## src/rtl/alu8_pkg.sv

```systemverilog
package alu8_pkg;

  typedef enum logic [2:0] {
    OP_IDLE  = 3'b000,
    OP_ONE   = 3'b001,
    OP_INC   = 3'b010,
    OP_DEC   = 3'b011,
    OP_FETCH = 3'b100,
    OP_EMIT  = 3'b101,
    OP_SUM   = 3'b110,
    OP_MOVE  = 3'b111
  } alu_op_e;

endpackage

```

## src/rtl/alu8_steer.sv

```systemverilog
// Chooses the adder's second input and its carry-in for each operation.
module alu8_steer
  import alu8_pkg::*;
#(
  parameter int WIDTH = 4
) (
  input  logic [2:0]       op,
  input  logic [WIDTH-1:0] b,
  output logic [WIDTH-1:0] addend,
  output logic             cin
);

  always_comb begin
    addend = b;
    cin    = 1'b0;
    unique case (alu_op_e'(op))
      OP_INC: begin
        addend = '0;
        cin    = 1'b1;
      end
      OP_DEC: begin
        addend = '1;
        cin    = 1'b0;
      end
      default: begin
        addend = b;
        cin    = 1'b0;
      end
    endcase
  end

endmodule

```

## src/rtl/alu8_adder.sv

```systemverilog
// Ripple-carry adder. The carry out of the top bit is not kept, so results wrap.
module alu8_adder #(
  parameter int WIDTH = 4
) (
  input  logic [WIDTH-1:0] x,
  input  logic [WIDTH-1:0] y,
  input  logic             cin,
  output logic [WIDTH-1:0] sum
);

  logic [WIDTH-1:0] carry;

  assign carry[0] = cin;

  for (genvar i = 0; i < WIDTH; i++) begin : g_bit
    assign sum[i] = x[i] ^ y[i] ^ carry[i];
    if (i < WIDTH - 1) begin : g_carry
      assign carry[i+1] = (x[i] & y[i]) | (carry[i] & (x[i] ^ y[i]));
    end
  end

endmodule

```

## src/rtl/alu8_select.sv

```systemverilog
// Chooses the final result: the constant, the adder output, or operand A.
module alu8_select
  import alu8_pkg::*;
#(
  parameter int WIDTH = 4
) (
  input  logic [2:0]       op,
  input  logic [WIDTH-1:0] a,
  input  logic [WIDTH-1:0] sum,
  output logic [WIDTH-1:0] res
);

  localparam logic [WIDTH-1:0] CONST_ONE = WIDTH'(1);

  always_comb begin
    unique case (alu_op_e'(op))
      OP_ONE:                 res = CONST_ONE;
      OP_INC, OP_DEC, OP_SUM: res = sum;
      default:                res = a;
    endcase
  end

endmodule

```

## src/rtl/alu8_core.sv

```systemverilog
module alu8_core #(
  parameter int WIDTH = 4
) (
  input  logic             clk,
  input  logic             rst,
  input  logic [2:0]       op_i,
  input  logic [WIDTH-1:0] a_i,
  input  logic [WIDTH-1:0] b_i,
  output logic [WIDTH-1:0] result_o,
  output logic             zero_o
);

  logic [WIDTH-1:0] addend;
  logic             cin;
  logic [WIDTH-1:0] sum;
  logic [WIDTH-1:0] res_next;

  alu8_steer #(.WIDTH(WIDTH)) steer_i (
    .op     (op_i),
    .b      (b_i),
    .addend (addend),
    .cin    (cin)
  );

  alu8_adder #(.WIDTH(WIDTH)) adder_i (
    .x   (a_i),
    .y   (addend),
    .cin (cin),
    .sum (sum)
  );

  alu8_select #(.WIDTH(WIDTH)) select_i (
    .op  (op_i),
    .a   (a_i),
    .sum (sum),
    .res (res_next)
  );

  always_ff @(posedge clk) begin
    if (rst) begin
      result_o <= '0;
      zero_o   <= 1'b1;
    end else begin
      result_o <= res_next;
      zero_o   <= (res_next == '0);
    end
  end

endmodule

```

## config.mk

```make
export PLATFORM = sky130hd
export DESIGN_NAME = alu8_core
export DESIGN_NICKNAME = d
export VERILOG_FILES = /design/src/rtl/alu8_pkg.sv /design/src/rtl/alu8_steer.sv /design/src/rtl/alu8_adder.sv /design/src/rtl/alu8_select.sv /design/src/rtl/alu8_core.sv
export SDC_FILE = /design/constraint.sdc
export NUM_CORES = 1
export LEC_CHECK = 0
export ABC_AREA = 1
export BUFFER_PORTS_ARGS = -buffer_cell sky130_fd_sc_hd__buf_2
export CAP_MARGIN = 20
export CORE_AREA = 5 5 42 44
export CTS_CLUSTER_DIAMETER = 200
export CTS_CLUSTER_SIZE = 8
export DETAILED_ROUTE_END_ITERATION = 8
export DIE_AREA = 0 0 47 49
export PLACE_DENSITY = 0.5
export SYNTH_ARGS = -nofsm -noshare
export SYNTH_HDL_FRONTEND = slang
export SYNTH_SLANG_ARGS = --single-unit
export TNS_END_PERCENT = 1
```

## constraint.sdc

```tcl
create_clock -name clk -period 6.7 [get_ports clk]
set_input_delay 2.01 -clock clk [delete_from_list [all_inputs] [get_ports clk]]
set_output_delay 2.01 -clock clk [all_outputs]
set_load 0.005 [all_outputs]
```

Word-level counts from Yosys, hierarchy flattened

Index checks and enable logic that the tools add are counted.

Shift-type cells: 0
Equal/unequal tests: 4
Multipliers: 0
Reductions and logical operators: 2
Add/subtract/negate cells: 0
Div/mod/pow operators: 0
$lt $le $gt $ge: 0
Mux-type cells: 3
Bitwise logic cells: 17

Operator list:

| cell               | count |
|---|---|
| $pmux 4 s2         | 2 |
| $xor 1x1->1        | 8 |
| $and 1x1->1        | 6 |
| $eq 3x2->1 const B | 2 |
| $logic_not 4->1    | 1 |
| $eq 3x1->1 const B | 1 |
| $eq 3x3->1 const B | 1 |
| $or 1x1->1         | 3 |
| $reduce_or 3->1    | 1 |
| $mux 1             | 1 |

Output and inout port bits: 5
Word-level logic and storage cells: 28
Memories kept: 0
Input bits: 13
Bits in registers: 5
Bits in read-only memories: 0
Memory bits (writable): 0
Bits in latches: 0

Depth between registers and ports, before layout

Depth in word-level cells: 12
Gate-level depth with buffers: 16
Depth with buffers taken out: 16

Hierarchy

Synthesis repeated with hierarchy kept, for this count alone.

Cells, all modules: 67
Area, all modules: 406.6 um^2

Modules (own cells, without submodules):

| module      | cells each | area an instance (um^2) | sequential area each (um^2) | instances |
|---|---|---|---|---|
| alu8_core   | 18         | 148.9                   | 100.1                       | 1 |
| alu8_adder  | 18         | 118.9                   | 0.0                         | 1 |
| alu8_select | 19         | 85.1                    | 0.0                         | 1 |
| alu8_steer  | 12         | 53.8                    | 0.0                         | 1 |

Worst setup path after synthesis

OpenSTA, ideal clock, no wires.

Path kind: input to register
Start: input port op_i[2]
End: register zero_o
Cell stages on the path: 16
Arrival: 3665 ps
Required time: 6584 ps
Slack: 2919 ps
Cells stage by stage: inv_2 > nand2_2 > inv_1 > o21ai_1 > fa_1 > inv_1 > fa_1 > fa_1 > inv_1 > nand2_1 > nand2_1 > inv_1 > nand2_1 > nand3_1 > nand2_1 > o21ai_1

Longest elaborated chain between the ends: 12
Elaborated cells on any way between the ends: 26
Those cells by class: eq/ne (4); mux (3); bitwise (17); reduce/logical (2)

Ends and longest elaborated chain:

| element                | RTL line                            | text |
|---|---|---|
| start: declaration     | alu8_core.sv:6                      | `input logic [2:0] op_i,` |
| $eq 3x2->1             | alu8_steer.sv:16, alu8_select.sv:16 |  |
| $pmux 4 s2             | alu8_steer.sv:16                    | `unique case (alu_op_e'(op))` |
| $xor 1x1->1            | alu8_adder.sv:16, alu8_adder.sv:18  |  |
| $and 1x1->1            | alu8_adder.sv:18                    | `assign carry[i+1] = (x[i] & y[i]) \| (carry[i] & (x[i] ^ y[i]));` |
| $or 1x1->1             | alu8_adder.sv:18                    |  |
| $and 1x1->1            | alu8_adder.sv:18                    |  |
| $or 1x1->1             | alu8_adder.sv:18                    |  |
| $and 1x1->1            | alu8_adder.sv:18                    |  |
| $or 1x1->1             | alu8_adder.sv:18                    |  |
| $xor 1x1->1            | alu8_adder.sv:16                    | `assign sum[i] = x[i] ^ y[i] ^ carry[i];` |
| $pmux 4 s2 *           | alu8_select.sv:16                   | `unique case (alu_op_e'(op))` |
| $logic_not 4->1 *      | alu8_core.sv:45                     | `zero_o <= (res_next == '0);` |
| end signal: assignment | alu8_core.sv:45                     |  |
| end: declaration       | alu8_core.sv:10                     | `output logic zero_o` |

Every way passes the cells marked *; elsewhere a longest branch is shown, timed or not.
A chain may end at the register's enable or synchronous reset.

Final worst setup path

Ends and elaborated chain as after synthesis.

==> results.md <==
- The filler cell count is 173.
- Port buffering added 17 buffers.
- STA classifies the critical path startpoint as a primary input.
- The gate count after technology mapping is 56.
- The HPWL after detailed placement is 726 um.
- For this design the top-level I/O count stands at 18.
- The total number of vias is 390.
- In this run, CTS created clock tree buffers numbering 3.
- The area used by multi-input combinational logic is 229 um2.
- TritonCTS built the clock tree.
- Once the floorplan was initialized, standard cells occupied 26.4% of the core.
- The most instantiated flip-flop cell in the synthesis netlist is sky130_fd_sc_hd__dfxtp_1.
- The run finished with clean final reports.
- The core footprint is 0.00140 mm2.
- The hold buffer count at CTS is 0.
- The final-report max-slew violation count is 0.
- The number of global-route vias before repair came to 330.
- After floorplanning, the core was divided into 14 placement rows.
- The detailed router finished its first iteration with 4 violations.
- The cell with the biggest individual delay on the critical path is sky130_fd_sc_hd__fa_1.
- The completed layout was analyzed and its total power is 0.0000951 W.
- The die is 47 um wide.
- During synthesis, Yosys emitted a total of 0 warnings.
- The die is 49 um tall.
- The post-route netlist has 33.8% of its cells at a drive strength greater than 1.
- The detailed-router iteration count before antenna repair is 3.
- The worst endpoint data arrival time is 3.93 ns.
- The tightest min-delay check is of the primary input to flip-flop type.
- Counting along the longest clock path gives a buffer depth of 2.
- The share of the core filled with cells is 35.8%.
- The number of buffers and inverters on the critical path is 6.
- In this run, post-CTS repair resized a total of 0 instances.
- CTS built an H-tree with a depth of 1.
- The share of the Yosys chip area taken by registers is 27.0%.
- The total overflow left after global routing is 0.
- Ranked by instance count, the synthesized netlist is headed by sky130_fd_sc_hd__nand2_1 (20), sky130_fd_sc_hd__inv_1 (9), sky130_fd_sc_hd__nand3_1 (6).
- In the final routed layout, each cell accounts on average for 8.53 um.
- Entering global routing, the biggest net connects 6 pins.
- The number of cells in the finished layout apart from fillers is 93.
- The gate family responsible for the most delay along the worst path is adder cells.
- The largest single stage delay on the critical path is 0.39 ns.
- The number of antenna violations at the first check in global routing is 0.
- The required time at the endpoint of the critical path is 6.84 ns.
- The placement-stage worst setup slack is 2.63 ns.
- Timing would allow up to 264 MHz.
- The synthesized netlist contains 12 unique library cells.
- The die area is 0.00230 mm2.
- In the post-route analysis, the smallest setup slack over all paths is 2.91 ns.
- The post-synthesis cell type with the largest combined area is sky130_fd_sc_hd__dfxtp_1.
- In this run the worst path has a maximum fanout of 4.
- Clock tree synthesis selected as its root buffer the cell sky130_fd_sc_hd__clkbuf_4.
- The endpoint kind of the worst setup timing path is a flip-flop.
- The worst path uses 56.6% of the clock period.
- Setup repair after global routing left no endpoint under its margin.
- At the pin with the least slew margin, the transition time is 0.202 ns.
- The number of enable flip-flop cells after synthesis is 0.
- The cell leakage power is 0.303 nW.
- The number of cells in the design after placement is 89.
- The clock net in this run drives a total of 5 sinks.
- In the global route stage, met3 resource usage came out at 1.85%.
- The async set or reset register ratio after synthesis is 0%.
- Routability-driven placement finished with a final weighted congestion of 0.680.
- The global routing usage on met1 is 10.0%.
- Each instance of the synthesized netlist takes up on average 6.61 um2.
- Summed over all layers, the routed wires come to 793 um.
- The number of post-CTS setup repair buffers is 0.
- The first global-routing pass estimated 1270 um of wire.
- Synthesis produced a netlist with a net count of 72.
- For this run, design rule violations remaining after detail routing come to 0.
- Summing every instance area after synthesis gives 370 um2.
- The worst slew margin relative to its limit is 86.5%.
- The final count of negative-setup-slack endpoints is 0.
- Subtracting the final worst setup slack from the clock period gives 3.79 ns.
- The sequential cell area in the final layout is 100 um2.
- The area growth from synthesis to layout is 35.5%.
- The final count of hold timing violations is 0.
- met2 is the most crowded layer.
- By area the synthesized netlist is led by sky130_fd_sc_hd__dfxtp_1 (27%), sky130_fd_sc_hd__nand2_1 (20%), sky130_fd_sc_hd__fa_1 (16%).
- After clock tree synthesis, the clock-pin slew on the worst setup and hold paths is 0.04 ns.
- The maximum resistive drop on vdd is 0.0371 mV.
- The critical path goes through buf_2, inv_2, nand2_2, inv_1, o21ai_1, fa_1, inv_1, fa_1, fa_1, inv_1, nand2_1, nand2_1, inv_1, nand2_1, nand3_1, nand2_1, o21ai_1.
- The post-route antenna net violation count is 0.
- Global routing consumed, on the met2 layer, 10.4% of the routing resources.
- The accumulated negative setup slack is 0 ns.
- Dividing the detail-routed via count by the number of cells gives 4.19.
- The path type of the worst setup path is primary input to flip-flop.
- The number of antenna repair diodes is 0.
- The flip-flop and latch count after synthesis is 5.
- The synthesized design devotes to its leading area cell type 27.0% of total area.
- Max-cap violations in this run came to 0.
- The number of nets at the end of the flow is 94.
- The all-layer global routing usage is 7.84%.
- The power per unit of standard cell area is 190 mW/mm2.
- The cell with the most instances after synthesis is sky130_fd_sc_hd__nand2_1.
[cells by family after synthesis]
logic type               after synthesis  share of synthesized area [%]
adder cells (fa/ha/maj)                3                           16.2
buffers and inverters                 11                           11.1
flip-flops                             5                           27.0
AO/OA/AOI/OAI                          6                           9.12
AND/OR/NAND/NOR                       31                           36.5
[layer usage]
layer / routed length [um] / share of wire [%]
met1: 325 / 41
met2: 342 / 43
met3: 97 / 12
met4: 29 / 3.7
met5: 0 / 0
[worst paths after layout]
| kind | from | end | slack, ns | cells past startpoint |
|---|---|---|---|---|
| worst min-delay path | rst | result_o[3] | 1.98 | 2 |
| worst max-delay path | op_i[2] | zero_o | 2.91 | 17 |
[state kept, by name (all words and copies together) (netlist names)]
signal    flops
result_o      4
zero_o        1
[cells in the final DEF (no fill, tap or decap)]
master	Yosys	layout
sky130_fd_sc_hd__dfxtp_1	5	5
sky130_fd_sc_hd__clkbuf_4	0	3
sky130_fd_sc_hd__inv_2	2	2
sky130_fd_sc_hd__nand3_1	6	6
sky130_fd_sc_hd__nand2_1	20	20
sky130_fd_sc_hd__a21oi_2	1	1
sky130_fd_sc_hd__buf_2	0	17
sky130_fd_sc_hd__a21oi_1	3	3
sky130_fd_sc_hd__nand2_2	2	2
sky130_fd_sc_hd__fa_1	3	3
sky130_fd_sc_hd__inv_1	9	9
sky130_fd_sc_hd__nor2_1	2	2
sky130_fd_sc_hd__clkbuf_1	0	1
sky130_fd_sc_hd__nand3_2	1	1
sky130_fd_sc_hd__o21ai_1	2	2
[area by class of cell]
cell class / count / area share [%]
multi-input combinational: 40 / 45.6
clock buffer: 4 / 5.24
inverter: 11 / 8.23
tap: 16 / 3.99
timing repair buffer: 17 / 17.0
sequential: 5 / 20.0
[per-stage QoR]
step / hold slack [ns] / area (um2)
2_1_floorplan: 2.08 / 370
3_3_place_gp: 2.24 / 475
3_5_place_dp: 2.24 / 475
4_1_cts: 1.98 / 502
5_1_grt: 2.00 / 502
6_report: 1.98 / 502
[power breakdown]
group          switching [W]  leakage [nW]  internal, W  total [W]
Sequential       0.000000450        0.0417    0.0000326  0.0000331
Combinational      0.0000149         0.246    0.0000117  0.0000266
Clock              0.0000129        0.0150    0.0000225  0.0000354
Power figures use the tool's default switching activity.
